--- src/rtl/nvm_cmd_pkg.sv ---
package nvm_cmd_pkg;
   typedef enum logic [2:0] {
      ST_READ,
      ST_KEY1,
      ST_KEY2,
      ST_PGM_ARM,
      ST_FAST,
      ST_FAST_ARM,
      ST_FAST_EXIT
   } seq_st_e;

   localparam logic [7:0] KEY_A      = 8'hAA;
   localparam logic [7:0] KEY_B      = 8'h55;
   localparam logic [7:0] OP_PROGRAM = 8'hA0;
   localparam logic [7:0] OP_FAST_IN = 8'h20;
   localparam logic [7:0] OP_EXIT1   = 8'h90;
   localparam logic [7:0] OP_EXIT2   = 8'h00;
   localparam int unsigned TOG_BIT   = 6;
   localparam int unsigned ERR_BIT   = 5;
endpackage

--- src/rtl/nvm_seq.sv ---
module nvm_seq
   import nvm_cmd_pkg::*;
#(
   parameter int unsigned AW          = 12,
   parameter logic [11:0] KEY_ADDR_A  = 12'h555,
   parameter logic [11:0] KEY_ADDR_B  = 12'h2AA,
   parameter bit          CHK_OP_ADDR = 1'b1
) (
   input  logic          clk,
   input  logic          rst_n,
   input  logic          wr_en,
   input  logic          busy,
   input  logic [AW-1:0] addr,
   input  logic [7:0]    wdata,
   output logic          launch
);
   localparam int unsigned CW = 12;

   seq_st_e st_q, st_d;
   logic    wr_ok;
   logic    at_a, at_b, op_addr_ok;
   logic [CW-1:0] addr_c;

   assign wr_ok  = wr_en && !busy;
   assign addr_c = CW'(addr);
   assign at_a   = (addr_c == KEY_ADDR_A);
   assign at_b   = (addr_c == KEY_ADDR_B);

   generate
      if (CHK_OP_ADDR) begin : g_op_strict
         assign op_addr_ok = at_a;
      end else begin : g_op_loose
         assign op_addr_ok = 1'b1;
      end
   endgenerate

   always_comb begin
      st_d   = st_q;
      launch = 1'b0;
      if (wr_ok) begin
         unique case (st_q)
            ST_READ:      st_d = (at_a && wdata == KEY_A) ? ST_KEY1 : ST_READ;
            ST_KEY1:      st_d = (at_b && wdata == KEY_B) ? ST_KEY2 : ST_READ;
            ST_KEY2: begin
               if (op_addr_ok && wdata == OP_PROGRAM)      st_d = ST_PGM_ARM;
               else if (op_addr_ok && wdata == OP_FAST_IN) st_d = ST_FAST;
               else                                        st_d = ST_READ;
            end
            ST_PGM_ARM: begin
               launch = 1'b1;
               st_d   = ST_READ;
            end
            ST_FAST: begin
               if (wdata == OP_PROGRAM)    st_d = ST_FAST_ARM;
               else if (wdata == OP_EXIT1) st_d = ST_FAST_EXIT;
               else                        st_d = ST_FAST;
            end
            ST_FAST_ARM: begin
               launch = 1'b1;
               st_d   = ST_FAST;
            end
            ST_FAST_EXIT: st_d = (wdata == OP_EXIT2) ? ST_READ : ST_FAST;
            default:      st_d = ST_READ;
         endcase
      end
   end

   always_ff @(posedge clk) begin
      if (!rst_n) st_q <= ST_READ;
      else        st_q <= st_d;
   end

   AST_NO_LAUNCH_BUSY: assert property (@(posedge clk) disable iff (!rst_n)
      busy |-> !launch);
   AST_FAST_STICKY: assert property (@(posedge clk) disable iff (!rst_n)
      (st_q == ST_FAST_ARM && wr_en && !busy) |=> st_q == ST_FAST);
   AST_FAST_REFUSE: assert property (@(posedge clk) disable iff (!rst_n)
      (st_q == ST_FAST) |-> !launch);
endmodule

--- src/rtl/nvm_algo.sv ---
module nvm_algo #(
   parameter int unsigned BUSY_CYCLES = 8
) (
   input  logic       clk,
   input  logic       rst_n,
   input  logic       launch,
   input  logic       bad_bits,
   input  logic       wr_en,
   input  logic       rd_en,
   output logic       busy,
   output logic [7:0] status_nx
);
   import nvm_cmd_pkg::*;
   localparam int unsigned CNTW = (BUSY_CYCLES > 1) ? $clog2(BUSY_CYCLES) : 1;
   localparam logic [CNTW-1:0] CNT_LOAD = CNTW'(BUSY_CYCLES - 1);

   logic [CNTW-1:0] cnt_q;
   logic            busy_q, tog_q, err_q, tog_nx;

   assign busy   = busy_q;
   assign tog_nx = ~tog_q;

   always_comb begin
      status_nx          = '0;
      status_nx[TOG_BIT] = tog_nx;
      status_nx[ERR_BIT] = err_q;
   end

   always_ff @(posedge clk) begin
      if (!rst_n) begin
         busy_q <= 1'b0;
         cnt_q  <= '0;
         tog_q  <= 1'b0;
         err_q  <= 1'b0;
      end else begin
         if (launch) begin
            busy_q <= 1'b1;
            cnt_q  <= CNT_LOAD;
            tog_q  <= 1'b0;
            err_q  <= bad_bits;
         end else begin
            if (wr_en && !busy_q) err_q <= 1'b0;
            if (busy_q) begin
               if (cnt_q == '0) busy_q <= 1'b0;
               else             cnt_q  <= cnt_q - 1'b1;
               if (rd_en)       tog_q  <= tog_nx;
            end
         end
      end
   end

   AST_BUSY_FROM_LAUNCH: assert property (@(posedge clk) disable iff (!rst_n)
      $rose(busy_q) |-> $past(launch));
   AST_ERR_ON_BAD: assert property (@(posedge clk) disable iff (!rst_n)
      (launch && bad_bits) |=> err_q && busy_q);
endmodule

--- src/rtl/nvm_array.sv ---
module nvm_array #(
   parameter int unsigned DEPTH = 16,
   parameter int unsigned AW    = 12
) (
   input  logic          clk,
   input  logic          rst_n,
   input  logic          launch,
   input  logic [AW-1:0] addr,
   input  logic [7:0]    wdata,
   output logic          bad_bits,
   output logic [7:0]    rd_byte
);
   localparam int unsigned IW = (DEPTH > 1) ? $clog2(DEPTH) : 1;

   logic [DEPTH-1:0][7:0] mem_q;
   logic [IW-1:0]         idx;

   assign idx      = addr[IW-1:0];
   assign rd_byte  = mem_q[idx];
   assign bad_bits = |(wdata & ~mem_q[idx]);

   always_ff @(posedge clk) begin
      if (!rst_n) begin
         for (int i = 0; i < DEPTH; i++) mem_q[i] <= 8'hFF;
      end else if (launch) begin
         mem_q[idx] <= mem_q[idx] & wdata;
      end
   end

   AST_ONLY_ON_LAUNCH: assert property (@(posedge clk) disable iff (!rst_n)
      !launch |=> $stable(mem_q));
   AST_CLEAR_ONLY: assert property (@(posedge clk) disable iff (!rst_n)
      launch |=> (mem_q[$past(idx)] & ~$past(rd_byte)) == 8'h00);
endmodule

--- src/rtl/nvm_cmd_engine.sv ---
module nvm_cmd_engine #(
   parameter int unsigned AW          = 12,
   parameter int unsigned DEPTH       = 16,
   parameter int unsigned BUSY_CYCLES = 8,
   parameter bit          CHK_OP_ADDR = 1'b1
) (
   input  logic          clk,
   input  logic          rst_n,
   input  logic          wr_en,
   input  logic          rd_en,
   input  logic [AW-1:0] addr,
   input  logic [7:0]    wdata,
   output logic [7:0]    rdata,
   output logic          rd_valid,
   output logic          busy
);
   generate
      if (AW < 10 || AW > 12) begin : g_bad_aw
         $error("nvm_cmd_engine: AW must be 10..12");
      end
      if (DEPTH < 2 || DEPTH > 1024 || (DEPTH & (DEPTH - 1)) != 0) begin : g_bad_depth
         $error("nvm_cmd_engine: DEPTH must be a power of two in 2..1024");
      end
      if (DEPTH > (1 << AW)) begin : g_bad_fit
         $error("nvm_cmd_engine: DEPTH exceeds address space");
      end
      if (BUSY_CYCLES < 1) begin : g_bad_busy
         $error("nvm_cmd_engine: BUSY_CYCLES must be at least 1");
      end
   endgenerate

   logic       launch, bad_bits;
   logic [7:0] status_nx, rd_byte;

   nvm_seq #(
      .AW          (AW),
      .CHK_OP_ADDR (CHK_OP_ADDR)
   ) u_seq (
      .clk    (clk),
      .rst_n  (rst_n),
      .wr_en  (wr_en),
      .busy   (busy),
      .addr   (addr),
      .wdata  (wdata),
      .launch (launch)
   );

   nvm_algo #(
      .BUSY_CYCLES (BUSY_CYCLES)
   ) u_algo (
      .clk       (clk),
      .rst_n     (rst_n),
      .launch    (launch),
      .bad_bits  (bad_bits),
      .wr_en     (wr_en),
      .rd_en     (rd_en),
      .busy      (busy),
      .status_nx (status_nx)
   );

   nvm_array #(
      .DEPTH (DEPTH),
      .AW    (AW)
   ) u_array (
      .clk      (clk),
      .rst_n    (rst_n),
      .launch   (launch),
      .addr     (addr),
      .wdata    (wdata),
      .bad_bits (bad_bits),
      .rd_byte  (rd_byte)
   );

   always_ff @(posedge clk) begin
      if (!rst_n) begin
         rd_valid <= 1'b0;
         rdata    <= '0;
      end else begin
         rd_valid <= rd_en;
         if (rd_en) rdata <= busy ? status_nx : rd_byte;
      end
   end

   AST_STATUS_SHAPE: assert property (@(posedge clk) disable iff (!rst_n)
      (rd_en && busy) |=> (rdata & 8'h9F) == 8'h00);
   AST_TOGGLE_FLIP: assert property (@(posedge clk) disable iff (!rst_n)
      (rd_en && busy && $past(rd_en && busy)) |=> rdata[6] != $past(rdata[6]));
endmodule

--- config.mk ---
export PLATFORM = sky130hd
export DESIGN_NAME = nvm_cmd_engine
export DESIGN_NICKNAME = d
export VERILOG_FILES = /design/src/rtl/nvm_cmd_pkg.sv /design/src/rtl/nvm_seq.sv /design/src/rtl/nvm_algo.sv /design/src/rtl/nvm_array.sv /design/src/rtl/nvm_cmd_engine.sv
export SDC_FILE = /design/constraint.sdc
export NUM_CORES = 1
export LEC_CHECK = 0
export CORE_MARGIN = 1
export CORE_UTILIZATION = 55
export DETAILED_ROUTE_END_ITERATION = 7
export DONT_BUFFER_PORTS = 1
export GPL_TIMING_DRIVEN = 0
export PLACE_DENSITY = 0.7
export SETUP_SLACK_MARGIN = 0.4
export SLEW_MARGIN = 20
export SYNTH_ARGS = -nofsm -noshare
export SYNTH_HDL_FRONTEND = slang
export SYNTH_HIERARCHICAL = 1
export SYNTH_SLANG_ARGS = --single-unit
--- constraint.sdc ---
create_clock -name clk -period 3.2 [get_ports clk]
set_input_delay 0.64 -clock clk [delete_from_list [all_inputs] [get_ports clk]]
set_output_delay 0.64 -clock clk [all_outputs]
set_load 0.02 [all_outputs]
==> impl_metrics.json, run 1 <==
{
  "cts-htree-levels": 4,
  "drtPass1Iterations": 5,
  "synth-simple-area-share_pct": 16.0,
  "post_synth_num_cell_types": 75,
  "die_h_um": 116,
  "slowest_delay_ns": 0.49,
  "arrival_ns": 2.88,
  "fmax_mhz": 383,
  "viasPerCell": 6.42,
  "critPathCaptureType": "flip-flop",
  "final_antenna_net_count": 0,
  "yosysWarnings": 6,
  "vias": 5972,
  "areaGrowthSynthToFinish_pct": 11.9,
  "worstMarginPinSlew_ns": 0.618,
  "synth_compound_area_share_pct": 20.0,
  "wirelength_um": 21300,
  "worst_hold_slack_ns": 0.329,
  "dpl_cell_area_mm2": 0.00738,
  "yosysSeqAreaShare_pct": 40.9,
  "status": "finished clean",
  "dpl_worst_slack_ns": 0.261,
  "synth_top_family_by_area": "compound AO/OA/AOI/OAI gates",
  "vdd_drop_max_v": 0.000344,
  "min_period_over_period_pct": 81.5,
  "path_cells": "buf_2 -> xnor2_1 -> nor3_2 -> nor2b_1 -> clkbuf_2 -> or3b_2 -> buf_1 -> clkbuf_1 -> nand2_1 -> o211ai_1",
  "nNetsFinal": 771,
  "layout_setup_ws_ns": 0.592,
  "cellPowerDensity_mw_per_mm2": 518,
  "synthCells": 721,
  "critPathMaxFanout": 10,
  "grt_pass1_wl_um": 32400,
  "grt_pass1_vias": 5718,
  "path_buf_inv": 4,
  "min_path_type": "in -> reg",
  "fin_util_pct": 63.1,
  "final_area_mm2": 0.00800,
  "finalCriticalPeriod_ns": 2.61,
  "first_iter_violations": 462,
  "grt_start_max_net_pins": 22,
  "clock_latency_ns": 0.43,
  "slew_viol_final": 0,
  "synthTopCellsByArea": "dfxtp_1 (41%), o211ai_1 (13%), nand2_1 (7.4%)",
  "num_io_pins": 34,
  "path_clk_slew_ns": 0.06,
  "hpwlAfterDp_um": 15100,
  "yosys_register_bits": 146,
  "cts_tree": "built",
  "clock_skew_ns": 0.00653,
  "syn_avg_cell_area_um2": 9.91,
  "wl_per_cell_um": 22.9,
  "grt-ovfl-total": 0,
  "netlist.area_leader.share_pct": 40.9,
  "synth-async-reset-ratio_pct": 0,
  "synth_xor_area_share_pct": 0.245,
  "critPathLaunchType": "flip-flop",
  "cts_sinks": 146,
  "synth.area.mux_share_pct": 15.6,
  "yosysMostFrequentCell": "dfxtp_1",
  "grt_use_total_pct": 33.2,
  "gp_congestion": 0.948,
  "cp.required_ns": 3.48,
  "antenna_found_initial": 0,
  "hold_violations": 0,
  "die-area_mm2": 0.0135,
  "rsz0062_at_grt": "no",
  "coreArea_mm2": 0.0127,
  "root_buffer": "clkbuf_16",
  "cts_hold_buf": 0,
  "synthTopCellsByCount": "dfxtp_1 (146), nand2_1 (141), o211ai_1 (120), mux2i_1 (42), clkbuf_1 (32)",
  "max-slew-margin-rel_pct": 58.8,
  "setup_violations": 0,
  "cts_buffer_depth": 2,
  "crit_family": "simple AND/OR/NAND/NOR gates",
  "crit_type": "reg -> reg",
  "num_rows": 41,
  "maxCapViolCount": 0,
  "route.detailed.drc": 0,
  "power.leakage_uw": 0.00352,
  "synth_edf_count": 0,
  "tns_ns": 0,
  "drive_gt1_share_pct": 17.7,
  "die_width_um": 116,
  "synth_ff_type": "dfxtp_1",
  "synth_area_leader_cell": "dfxtp_1",
  "cts_buffers": 17,
  "antenna_cells": 0,
  "slowest_stage": "or3b_2",
  "netlist_area_mm2": 0.00715,
  "synth_fa_ha_area_share_pct": 0.350,
  "io_buffers": 0,
  "start_util_pct": 56.4
}
cell type report:
class / instances / area [um^2]
tap: 172 / 215
sequential: 146 / 2920
clock buffer: 20 / 457
inverter: 9 / 33.8
clock inverter: 12 / 154
multi-input combinational: 500 / 3760
fill: 1076 / 4670
buffer: 71 / 459
kinds of logic after synthesis:
group                    after synthesis
AO/OA/AOI/OAI                        187
other                                  1
adder cells (fa/ha/maj)                2
AND/OR/NAND/NOR                      227
flip-flops                           146
multiplexers                          76
XOR/XNOR                               2
buffers and inverters                 80
cells in the final DEF (no fill, tap or decap), types with 3 or more instances in the layout:
master | Yosys | routed
dfxtp_1 | 146 | 145
nand2_1 | 141 | 141
o211ai_1 | 120 | 120
mux2i_1 | 42 | 42
clkbuf_1 | 32 | 32
mux4_2 | 22 | 22
clkbuf_16 | 0 | 17
buf_4 | 16 | 16
a21oi_1 | 15 | 15
nand3_1 | 14 | 14
buf_6 | 11 | 11
o211ai_2 | 10 | 10
nand2b_1 | 9 | 9
inv_1 | 8 | 8
buf_2 | 8 | 8
o21ai_0 | 7 | 7
mux2_2 | 7 | 7
conb_1 | 1 | 6
nand3b_1 | 5 | 5
nand2_2 | 5 | 5
nor2_1 | 5 | 5
nor2b_1 | 5 | 5
nor3_1 | 5 | 4
nand4_1 | 4 | 4
a31oi_1 | 4 | 4
clkinvlp_4 | 0 | 3
clkinv_2 | 0 | 3
bufinv_16 | 0 | 3
nor3b_1 | 3 | 3
a22oi_1 | 3 | 3
and3_1 | 3 | 3
a22o_1 | 3 | 3
mux4_1 | 3 | 3
a32oi_1 | 3 | 3
nor4bb_1 | 3 | 3
worst register-to-register path, cell delays in order, from the launching register on:
cell and delay [ns]:
dfxtp_1 0.32, buf_2 0.21, xnor2_1 0.11, nor3_2 0.23, nor2b_1 0.16, clkbuf_2 0.25
or3b_2 0.49, buf_1 0.21, clkbuf_1 0.27, nand2_1 0.12, o211ai_1 0.09
per-layer routing:
metal,wire [um],vias up,GRT usage [%]
met5,0,-,0
met4,794,0,15.9
met3,1960,61,9.21
met2,9620,304,51.3
met1,8890,2867,43.1
li1,-,2740,-
power by group:
group | internal [uW] | total [uW] | switching, uW
sequential | 1830 | 1840 | 15.0
clock | 1270 | 2060 | 796
combinational | 81.2 | 238 | 156
registers in the layout, indices dropped and copies added, names as in the netlist:
| signal | cells |
|---|---|
| u_algo/busy | 1 |
| rd_valid | 1 |
| u_array/mem_q | 128 |
| rdata | 8 |
| u_algo/cnt_q | 3 |
| u_seq/st_q | 3 |
| u_algo/err_q | 1 |
| u_algo/tog_q | 1 |
worst paths after layout:
| path | start | endpoint | slack [ns] | depth (start not counted) |
|---|---|---|---|---|
| setup / recovery | u_seq/st_q[1] | u_array/mem_q[101] | 0.59 | 10 |
| hold reg to reg | u_array/mem_q[15] | u_array/mem_q[15] | 0.48 | 2 |
| hold / removal | rst_n | rdata[7] | 0.33 | 2 |
| setup reg to reg | u_seq/st_q[1] | u_array/mem_q[101] | 0.59 | 10 |
timing repair:
action | CTS | global route
endpoints found under the setup margin | 8 | 3
buffers inserted | 0 | 0
resized for setup | 2 | 1
metrics by stage:
step,instances,total power [uW]
floorplan,726,2050
global placement,898,2110
detailed placement,898,2110
CTS,930,4160
global route,930,4250
finish,930,4140
Note: power is estimated with default switching activity, not from simulation.
==> run 2, diff against run 1 <==
==> constraint.sdc (replaced) <==
create_clock -name clk -period 2.4 [get_ports clk]
set_input_delay 0.48 -clock clk [delete_from_list [all_inputs] [get_ports clk]]
set_output_delay 0.48 -clock clk [all_outputs]
set_load 0.02 [all_outputs]
==> impl_metrics.json, run 2 (same netlist as run 1, synthesis figures left out) <==
{
  "status": "finished clean",
  "met1_length_um": 9640,
  "grt_start_max_net_pins": 22,
  "p_clk_share_pct": 46.9,
  "grt_pass1_wl_um": 34100,
  "maxCapViolCount": 0,
  "timing.rr.start": "u_seq/st_q[1]",
  "cts_buffers": 17,
  "coreArea_mm2": 0.0127,
  "route.met3.wl_um": 2010,
  "slew_viol_final": 0,
  "num_io_pins": 34,
  "start_util_pct": 56.4,
  "cts_buffer_depth": 2,
  "setup_violations": 0,
  "gp_congestion": 1.01,
  "vias": 6227,
  "fmax_mhz": 482,
  "grt_pass1_vias": 5910,
  "cp_common_cell": "buf_6",
  "ff2ff_setup_slack_ns": 0.33,
  "grt_use_total_pct": 35.0,
  "drive_gt1_share_pct": 27.1,
  "crit_family": "simple AND/OR/NAND/NOR gates",
  "seq_area_mm2": 0.00293,
  "clock_skew_ns": 0.00863,
  "die_width_um": 116,
  "clock_latency_ns": 0.43,
  "route.detailed.drc": 0,
  "switching_power_uw": 1380,
  "largest_register": "u_array/mem_q",
  "wl_per_cell_um": 23.5,
  "mostFrequentLayoutCell": "dfxtp_1",
  "path_cells": "buf_6 -> xnor2_4 -> nor3_4 -> nor2b_4 -> buf_8 -> or3b_4 -> buf_6 -> clkbuf_16 -> nand2_2 -> o211ai_1",
  "drtPass1Iterations": 5,
  "comb_power_share_pct": 6.7,
  "intPower_uw": 3910,
  "multi_input_area_mm2": 0.00391,
  "final_antenna_net_count": 0,
  "slowest_stage": "or3b_4",
  "die_h_um": 116,
  "die-area_mm2": 0.0135,
  "num_rows": 41,
  "largest_reg_flops": 128,
  "timing.rr.end": "u_array/mem_q[101]",
  "io_buffers": 0,
  "arrival_ns": 2.35,
  "vdd_drop_max_v": 0.000510,
  "hold_violations": 0,
  "root_buffer": "clkbuf_16",
  "antenna_found_initial": 0,
  "crit_type": "reg -> reg",
  "tns_ns": 0,
  "cellPowerDensity_mw_per_mm2": 620,
  "worstHoldPathCells": 1,
  "min_period_over_period_pct": 86.4,
  "hpwlAfterDp_um": 15400,
  "slowest_delay_ns": 0.39,
  "power.leakage_uw": 0.00372,
  "wirelength_um": 22600,
  "critPathMaxFanout": 8,
  "cts_tree": "built",
  "rr_worst_depth": 10,
  "cts-htree-levels": 4,
  "path_buf_inv": 4,
  "layout_common_cells": "dfxtp_1 (143), nand2_1 (130), o211ai_1 (120)",
  "p_sw_share_pct": 26.0,
  "cts_sinks": 146,
  "antenna_cells": 0,
  "nNetsFinal": 800,
  "fillers": 1004,
  "seqPwrFrac_pct": 46.3,
  "critPathLaunchType": "flip-flop",
  "max-slew-margin-rel_pct": 52.2,
  "grt-ovfl-total": 0,
  "areaGrowthSynthToFinish_pct": 19.4,
  "hold_end": "u_algo/busy",
  "viasPerCell": 6.49,
  "cp.required_ns": 2.67,
  "worstMarginPinSlew_ns": 0.717,
  "min_path_type": "in -> reg",
  "min-delay-start": "rst_n",
  "worst_hold_slack_ns": 0.170,
  "dpl_cell_area_mm2": 0.00746,
  "wl_met2_um": 10400,
  "highest_layer": "met4",
  "critPathCaptureType": "flip-flop",
  "final_area_mm2": 0.00854,
  "rsz0062_at_grt": "yes",
  "first_iter_violations": 717,
  "finalCriticalPeriod_ns": 2.07,
  "largestRegisters": "u_array/mem_q x128, rdata x8",
  "path_clk_slew_ns": 0.06
}
## run 2: changes by cell type in the layout (fill, tap and decap cells not counted), sizes merged
cell / delta
clkbuf: -8
buf: +35
bufinv: -3
inv: +2
clkinvlp: +3
## run 2: metrics by stage
step	std cells	setup slack [ns]	power, uW	util, %
2_1_floorplan	726	0.366	2730	-
3_5_place_dp	898	-0.323	2830	58.9
4_1_cts	948	0.311	5300	65.8
6_report	959	0.327	5290	67.4
3_3_place_gp	898	-0.233	2830	58.9
5_1_grt	959	0.285	5450	67.4
## run 2: worst max path at each step
stage               slack, ns            endpoint           from  depth (start not counted)
finish                   0.33  u_array/mem_q[101]  u_seq/st_q[1]                         10
detailed placement      -0.32   u_array/mem_q[19]        addr[0]                          8
floorplan                0.37        u_algo/err_q        addr[0]                         10
CTS                      0.31  u_array/mem_q[102]  u_seq/st_q[1]                         10
global route             0.29  u_array/mem_q[101]  u_seq/st_q[1]                         10
global placement        -0.23   u_array/mem_q[91]        addr[0]                          8
## run 2: layout make-up
type / count / area share, %
Clock buffer: 18 / 5.03
Timing Repair Buffer: 29 / 3.19
Buffer: 71 / 7.30
Multi-Input combinational cell: 500 / 45.8
Tap cell: 172 / 2.52
Clock inverter: 14 / 1.49
Sequential cell: 146 / 34.3
Inverter: 9 / 0.396
## run 2: power by group through the flow
stage                     combinational (uW)  clock, uW  sequential [uW]
after CTS                                337       2510             2450
after global placement                   317          0             2510
after floorplan                          228          0             2510
after detailed placement                 321          0             2510
final                                    357       2480             2450
after global routing                     370       2630             2450
## run 2: metal layers
layer  vias to the layer above  GRT usage, %
li1                       2793             -
met1                      3067          48.3
met2                       324          54.8
met5                         -             0
met3                        43          7.43
met4                         0          11.4
## run 2: timing repair
| action | in CTS | in global routing |
|---|---|---|
| hold buffers | 0 | 0 |
| resized for setup | 42 | 50 |
| gates cloned | 2 | 0 |
| setup buffers | 16 | 11 |
| pin swaps | 8 | 5 |
| setup endpoints to repair | 127 | 115 |
